[config.mk]
export PLATFORM = sky130hd
export DESIGN_NAME = active_pixel_capture
export DESIGN_NICKNAME = d
export VERILOG_FILES = /design/src/rtl/apc_pkg.sv /design/src/rtl/apc_fall_det.sv /design/src/rtl/apc_hpos.sv /design/src/rtl/apc_row.sv /design/src/rtl/active_pixel_capture.sv
export SDC_FILE = /design/constraint.sdc
export NUM_CORES = 1
export LEC_CHECK = 0
export BUFFER_PORTS_ARGS = -buffer_cell sky130_fd_sc_hd__buf_2
export CAP_MARGIN = 20
export CORE_ASPECT_RATIO = 1.1
export CORE_MARGIN = 2
export CORE_UTILIZATION = 40
export CTS_CLUSTER_SIZE = 16
export DETAILED_ROUTE_END_ITERATION = 6
export GPL_TIMING_DRIVEN = 0
export HOLD_SLACK_MARGIN = 0.15
export MAX_ROUTING_LAYER = met4
export SKIP_LAST_GASP = 1
export SYNTH_ARGS = -nofsm -noshare
export SYNTH_HDL_FRONTEND = slang
export SYNTH_HIERARCHICAL = 1
export SYNTH_SLANG_ARGS = --single-unit
[constraint.sdc]
create_clock -name clk -period 2.1 [get_ports clk]
set_clock_uncertainty 0.05 [all_clocks]
set_input_delay 0.105 -clock clk [delete_from_list [all_inputs] [get_ports clk]]
set_output_delay 0.105 -clock clk [all_outputs]
set_load 0.02 [all_outputs]
[src/rtl/apc_pkg.sv]
package apc_pkg;

  localparam logic [2:0] M_EDGE = 3'd0;
  localparam logic [2:0] M_QFIX = 3'd1;
  localparam logic [2:0] M_QDE  = 3'd2;
  localparam logic [2:0] M_VFIX = 3'd3;
  localparam logic [2:0] M_VDE  = 3'd4;
  localparam logic [2:0] M_TEST = 3'd5;

  // How the first pixel of a line is located
  typedef enum logic [1:0] {
    START_EDGE,
    START_FIX,
    START_DE,
    START_NONE
  } start_e;

  function automatic start_e start_rule(input logic [2:0] m);
    case (m)
      M_EDGE:         return START_EDGE;
      M_QFIX, M_VFIX: return START_FIX;
      M_QDE, M_VDE:   return START_DE;
      default:        return START_NONE;
    endcase
  endfunction

endpackage

[src/rtl/apc_fall_det.sv]
module apc_fall_det #(
  parameter bit IDLE = 1'b1
) (
  input  logic clk,
  input  logic rst_n,
  input  logic sig,
  output logic fall
);
  logic prev;

  always_ff @(posedge clk or negedge rst_n) begin
    if (!rst_n) prev <= IDLE;
    else        prev <= sig;
  end

  assign fall = prev & ~sig;
endmodule

[src/rtl/apc_hpos.sv]
// Horizontal position of the current sample relative to the line start.
module apc_hpos import apc_pkg::*; #(
  parameter int POS_W = 10
) (
  input  logic             clk,
  input  logic             rst_n,
  input  start_e           rule,
  input  logic             hs_fall,
  input  logic             de,
  output logic [POS_W-1:0] pos
);
  localparam logic [POS_W-1:0] SAT = '1;

  logic [POS_W-1:0] pos_inc;
  assign pos_inc = (pos == SAT) ? SAT : pos + 1'b1;

  always_ff @(posedge clk or negedge rst_n) begin
    if (!rst_n) begin
      pos <= SAT;
    end else if (rule == START_DE) begin
      pos <= de ? pos_inc : '0;
    end else if (hs_fall) begin
      pos <= '0;
    end else begin
      pos <= pos_inc;
    end
  end
endmodule

[src/rtl/apc_row.sv]
// Row index of the current sample within the frame.
module apc_row import apc_pkg::*; #(
  parameter int ROW_W = 9
) (
  input  logic             clk,
  input  logic             rst_n,
  input  start_e           rule,
  input  logic             hs_fall,
  input  logic             vs_fall,
  input  logic             de_fall,
  output logic [ROW_W-1:0] row
);
  localparam logic [ROW_W-1:0] SAT = '1;

  logic [ROW_W-1:0] row_next;

  function automatic logic [ROW_W-1:0] sat_inc(input logic [ROW_W-1:0] v);
    return (v == SAT) ? SAT : v + 1'b1;
  endfunction

  always_ff @(posedge clk or negedge rst_n) begin
    if (!rst_n) begin
      row      <= SAT;
      row_next <= SAT;
    end else if (vs_fall) begin
      if (rule == START_DE) begin
        row      <= '0;
        row_next <= '0;
      end else begin
        row      <= hs_fall ? '0 : SAT;
        row_next <= hs_fall ? ROW_W'(1) : '0;
      end
    end else if (rule == START_DE) begin
      if (de_fall) row <= sat_inc(row);
    end else if (hs_fall) begin
      row      <= row_next;
      row_next <= sat_inc(row_next);
    end
  end
endmodule

[src/rtl/active_pixel_capture.sv]
module active_pixel_capture import apc_pkg::*; #(
  parameter int H_ACTIVE = 320,
  parameter int V_ACTIVE = 240,
  parameter int FIX_OFS  = 16,
  parameter int PIX_W    = 4,
  localparam int X_W     = $clog2(H_ACTIVE),
  localparam int Y_W     = $clog2(V_ACTIVE)
) (
  input  logic             clk,
  input  logic             rst_n,
  input  logic [2:0]       mode,
  input  logic             hs_n,
  input  logic             vs_n,
  input  logic             de,
  input  logic [PIX_W-1:0] pix_in,
  output logic             out_valid,
  output logic [X_W-1:0]   out_x,
  output logic [Y_W-1:0]   out_y,
  output logic [PIX_W-1:0] out_pix
);
  localparam int POS_W = $clog2(FIX_OFS + H_ACTIVE + 2) + 1;
  localparam int ROW_W = $clog2(V_ACTIVE + 1) + 1;
  localparam logic [POS_W-1:0] H_LIM   = POS_W'(H_ACTIVE);
  localparam logic [POS_W-1:0] FIX_LIM = POS_W'(FIX_OFS);
  localparam logic [ROW_W-1:0] V_LIM   = ROW_W'(V_ACTIVE);
  localparam int NSYNC = 3;
  // bit 0 = hs_n, bit 1 = vs_n, bit 2 = de; idle levels after reset
  localparam logic [NSYNC-1:0] IDLE_LVL = 3'b011;

  start_e           rule;
  logic [NSYNC-1:0] sync_now, sync_fall;
  logic             hs_fall, vs_fall, de_fall;
  logic [POS_W-1:0] pos, xsel;
  logic [ROW_W-1:0] row;
  logic             hit;

  assign rule     = start_rule(mode);
  assign sync_now = {de, vs_n, hs_n};

  for (genvar g = 0; g < NSYNC; g++) begin : g_fall
    apc_fall_det #(.IDLE(IDLE_LVL[g])) u_det (
      .clk  (clk),
      .rst_n(rst_n),
      .sig  (sync_now[g]),
      .fall (sync_fall[g])
    );
  end

  assign hs_fall = sync_fall[0];
  assign vs_fall = sync_fall[1];
  assign de_fall = sync_fall[2];

  apc_hpos #(.POS_W(POS_W)) u_hpos (
    .clk    (clk),
    .rst_n  (rst_n),
    .rule   (rule),
    .hs_fall(hs_fall),
    .de     (de),
    .pos    (pos)
  );

  apc_row #(.ROW_W(ROW_W)) u_row (
    .clk    (clk),
    .rst_n  (rst_n),
    .rule   (rule),
    .hs_fall(hs_fall),
    .vs_fall(vs_fall),
    .de_fall(de_fall),
    .row    (row)
  );

  // Per-sample keep decision
  always_comb begin
    hit  = 1'b0;
    xsel = pos;
    case (rule)
      START_EDGE: hit = !hs_fall && (pos < H_LIM);
      START_FIX: begin
        xsel = pos - FIX_LIM;
        hit  = !hs_fall && (pos >= FIX_LIM) && (xsel < H_LIM);
      end
      START_DE:   hit = de && (pos < H_LIM);
      default:    hit = 1'b0;
    endcase
    if (vs_fall || (row >= V_LIM)) hit = 1'b0;
  end

  always_ff @(posedge clk or negedge rst_n) begin
    if (!rst_n) begin
      out_valid <= 1'b0;
      out_x     <= '0;
      out_y     <= '0;
      out_pix   <= '0;
    end else begin
      out_valid <= hit;
      if (hit) begin
        out_x   <= X_W'(xsel);
        out_y   <= Y_W'(row);
        out_pix <= pix_in;
      end
    end
  end
endmodule

==> impl_metrics.toml <==
[pwr]
irDropWorstVdd_mv = 0.409
p_sw_mw = 1.12
sequentialPowerShare_pct = 45.8
clkPwrFrac_pct = 22.2
power_mw = 3.34
pwr-share-comb_pct = 32.0
power.leakage_nw = 1.64
internal_power_mw = 2.21
power.density_nw_per_um2 = 881
swShare_pct = 33.7

[yosys]
synth_edf_count = 0
synth_area_um2 = 3130
syn_inst = 270
syn-num-nets = 286
ys_async_sr_fraction_pct = 100
syn-mean-instance-area_um2 = 11.6
ys_warn_count = 6
ys_seq_elements = 53
synth_cell_types = 74
synthFlopType = "dfstp_2"
ys_seq_area_share_pct = 43.5

[timing]
period_needed_ns = 2.23
layout_setup_ws_ns = -0.132
rsz0062_at_grt = "yes"
worstMarginPinSlew_ns = 0.761
clock.fmax_mhz = 448
setup_viol = 21
maxSlewViolCount = 0
hold_violations = 0
max_slew_margin_pct = 48.2
period_share_pct = 106

[status]
status = "complete, but fails checks"
violations = "negative setup slack"

[detailed_routing]
drt_iter0_drc = 155
viasPerCell = 5.43
drt_first_pass_iters = 4
wl_mm = 6.68
ant_nets = 0
drc = 0
vias = 2372
wl_per_cell_um = 15.3

[critical_path]
cp_max_fo = 5
cp-start-kind = "register"
endpoint_kind = "register"
crit_chain = "nor2_1 > and4b_1 > or3_4 > a31oi_4 > buf_6 > buf_16 > mux2_4"
slowest_stage = "dfstp_2"
r2r_slack_ns = -0.13
required_ns = 2.26
critical_path_class = "register to register"
worst-path-buf-inv = 2
max_stage_delay_ns = 0.60
worstPathArrival_ns = 2.40
critPathTopFamily = "simple AND/OR/NAND/NOR gates"

[cts]
cts_sinks = 53
clk_pin_slew_ns = 0.11
cts_tree = "done"
clock_tree.root_cell = "clkbuf_8"
cts_buffer_depth = 2
cts_buffers = 5
ctsHtreeMaxLevel = 2
clock_latency_ns = 0.32

[global_routing]
grtUsageTotal_pct = 16.9
grt_pass1_vias = 2318
grt_max_degree = 29
grt_pass1_wl_mm = 11.3
antenna_found_initial = 0
grt.overflow.total = 0

[die]
dieArea_um2 = 8560
fp.dieH_um = 96.8
rows = 33
fp.coreArea_um2 = 7510
io_pins = 34
die_w_um = 88.4
initial_utilization_pct = 41.7

[layout]
layout_common_cells = "33 x buf_2, 30 x dfstp_2, 23 x dfrtp_1"
final.fill_count = 702
layout_commonest_cell = "buf_2"
multi_input_area_um2 = 1650
n_antenna_cell = 0
ff_latch_area_um2 = 1360
finalNetCount = 347
area_growth_syn_to_layout_pct = 20.9
drive_gt1_share_pct = 46.1
design_area_um2 = 3790

[placement]
placed_cell_area_um2 = 3470
io_buffers = 33
detailed_place_hpwl_mm = 4.56
gp_congestion = 0.851

[worst_hold_path]
hp-class = "input port to async pin"

[flow_run]
drv_cap = 0
repair_timing:
item	in CTS	in global routing
resized for setup	3	1
endpoints found under the setup margin	21	21
setup buffers	11	0
pin swaps	1	0
hold endpoints to repair	32	0
gates cloned	1	0
hold buffers	8	0
final cells by class:
type / count / area share (%)
buffer: 9 / 2.48
clock buffer: 5 / 1.82
clock inverter: 3 / 1.32
inverter: 12 / 1.19
multi-input combinational: 196 / 43.6
sequential: 53 / 36.0
tap: 105 / 3.47
timing repair buffer: 54 / 10.1
logic make-up after synthesis:
logic type / synth area share (%)
compound gates: 18.0
xor+xnor: 2.24
fa+ha+maj: 1.60
buf+inv: 4.43
flops: 43.5
mux: 10.9
simple gates: 19.3
registers in the layout, summed over array words and instances, names as in the netlist:
register	cells
out_y	8
out_valid	1
u_row/row	9
u_hpos/pos	10
out_pix	4
out_x	9
u_row/row_next	9
g_fall.u_det/prev	3
Yosys cell counts, drive strengths merged, types with 2 or more instances:
master | number | share of area [%]
dfstp | 30 | 25
dfrtp | 23 | 18
mux2 | 21 | 9.8
nor2 | 19 | 2.4
o21ai | 13 | 2.2
a21oi | 12 | 2.4
inv | 12 | 1.4
nand2 | 12 | 1.4
nand3 | 10 | 1.8
nor3 | 10 | 2.0
a31oi | 7 | 2.4
buf | 7 | 2.7
or3 | 7 | 1.5
and3 | 6 | 1.4
a311oi | 5 | 2.2
nand2b | 5 | 1.2
nand4 | 5 | 1.2
xor2 | 5 | 1.4
a211oi | 4 | 1.1
ha | 4 | 1.6
nor4 | 4 | 1.8
o21a | 4 | 0.96
a221oi | 3 | 1.0
and4 | 3 | 0.92
mux2i | 3 | 1.1
nor2b | 3 | 1.3
o21bai | 3 | 0.72
xnor2 | 3 | 0.84
a41oi | 2 | 0.56
and2 | 2 | 0.44
and4b | 2 | 0.64
clkbuf | 2 | 0.28
o31ai | 2 | 0.48
final timing paths:
check / startpoint / to / cells after the start
max: u_hpos/pos[5]$_DFF_PN1_ / out_x[7]$_DFFE_PN0P_ / 7
min: rst_n / out_x[8]$_DFFE_PN0P_ / 2
max reg2reg: u_hpos/pos[5]$_DFF_PN1_ / out_x[7]$_DFFE_PN0P_ / 7
min reg2reg: out_y[4]$_DFFE_PN0P_ / out_y[4]$_DFFE_PN0P_ / 1
max in group asynchronous: rst_n / g_fall[0].u_det/prev$_DFF_PN1_ / 3
min in group clk: mode[0] / out_x[4]$_DFFE_PN0P_ / 4
power by group through the flow:
stage	registers (mW)	logic (mW)	clock network, mW
final	1.53	1.07	0.741
after global routing	1.57	1.16	0.826
after CTS	1.53	1.08	0.772
after detailed placement	1.54	1.05	0
after global placement	1.54	1.03	0
after floorplan	1.73	0.521	0
metal layers:
metal  vias to the layer above  GRT usage (%)  share of wire [%]
met2                        68           24.6                 46
met1                      1158           24.0                 48
met4                         0           6.06                1.5
met5                         -              -                  0
li1                       1134              -                  -
met3                        12           2.47                4.0
metrics by stage:
step                setup TNS [ns]  setup slack (ns)  util, %  cells  hold WS [ns]
floorplan                    -1.25           -0.0660        -    270        -0.241
global placement             -3.76            -0.197     45.9    408         0.191
detailed placement           -4.30            -0.224     46.1    409         0.101
CTS                          -2.42            -0.127     50.3    437         0.290
global route                 -3.70            -0.194     50.4    437         0.319
finish                       -2.48            -0.132     50.4    437         0.261
Note: power is estimated with default switching activity, not from simulation.
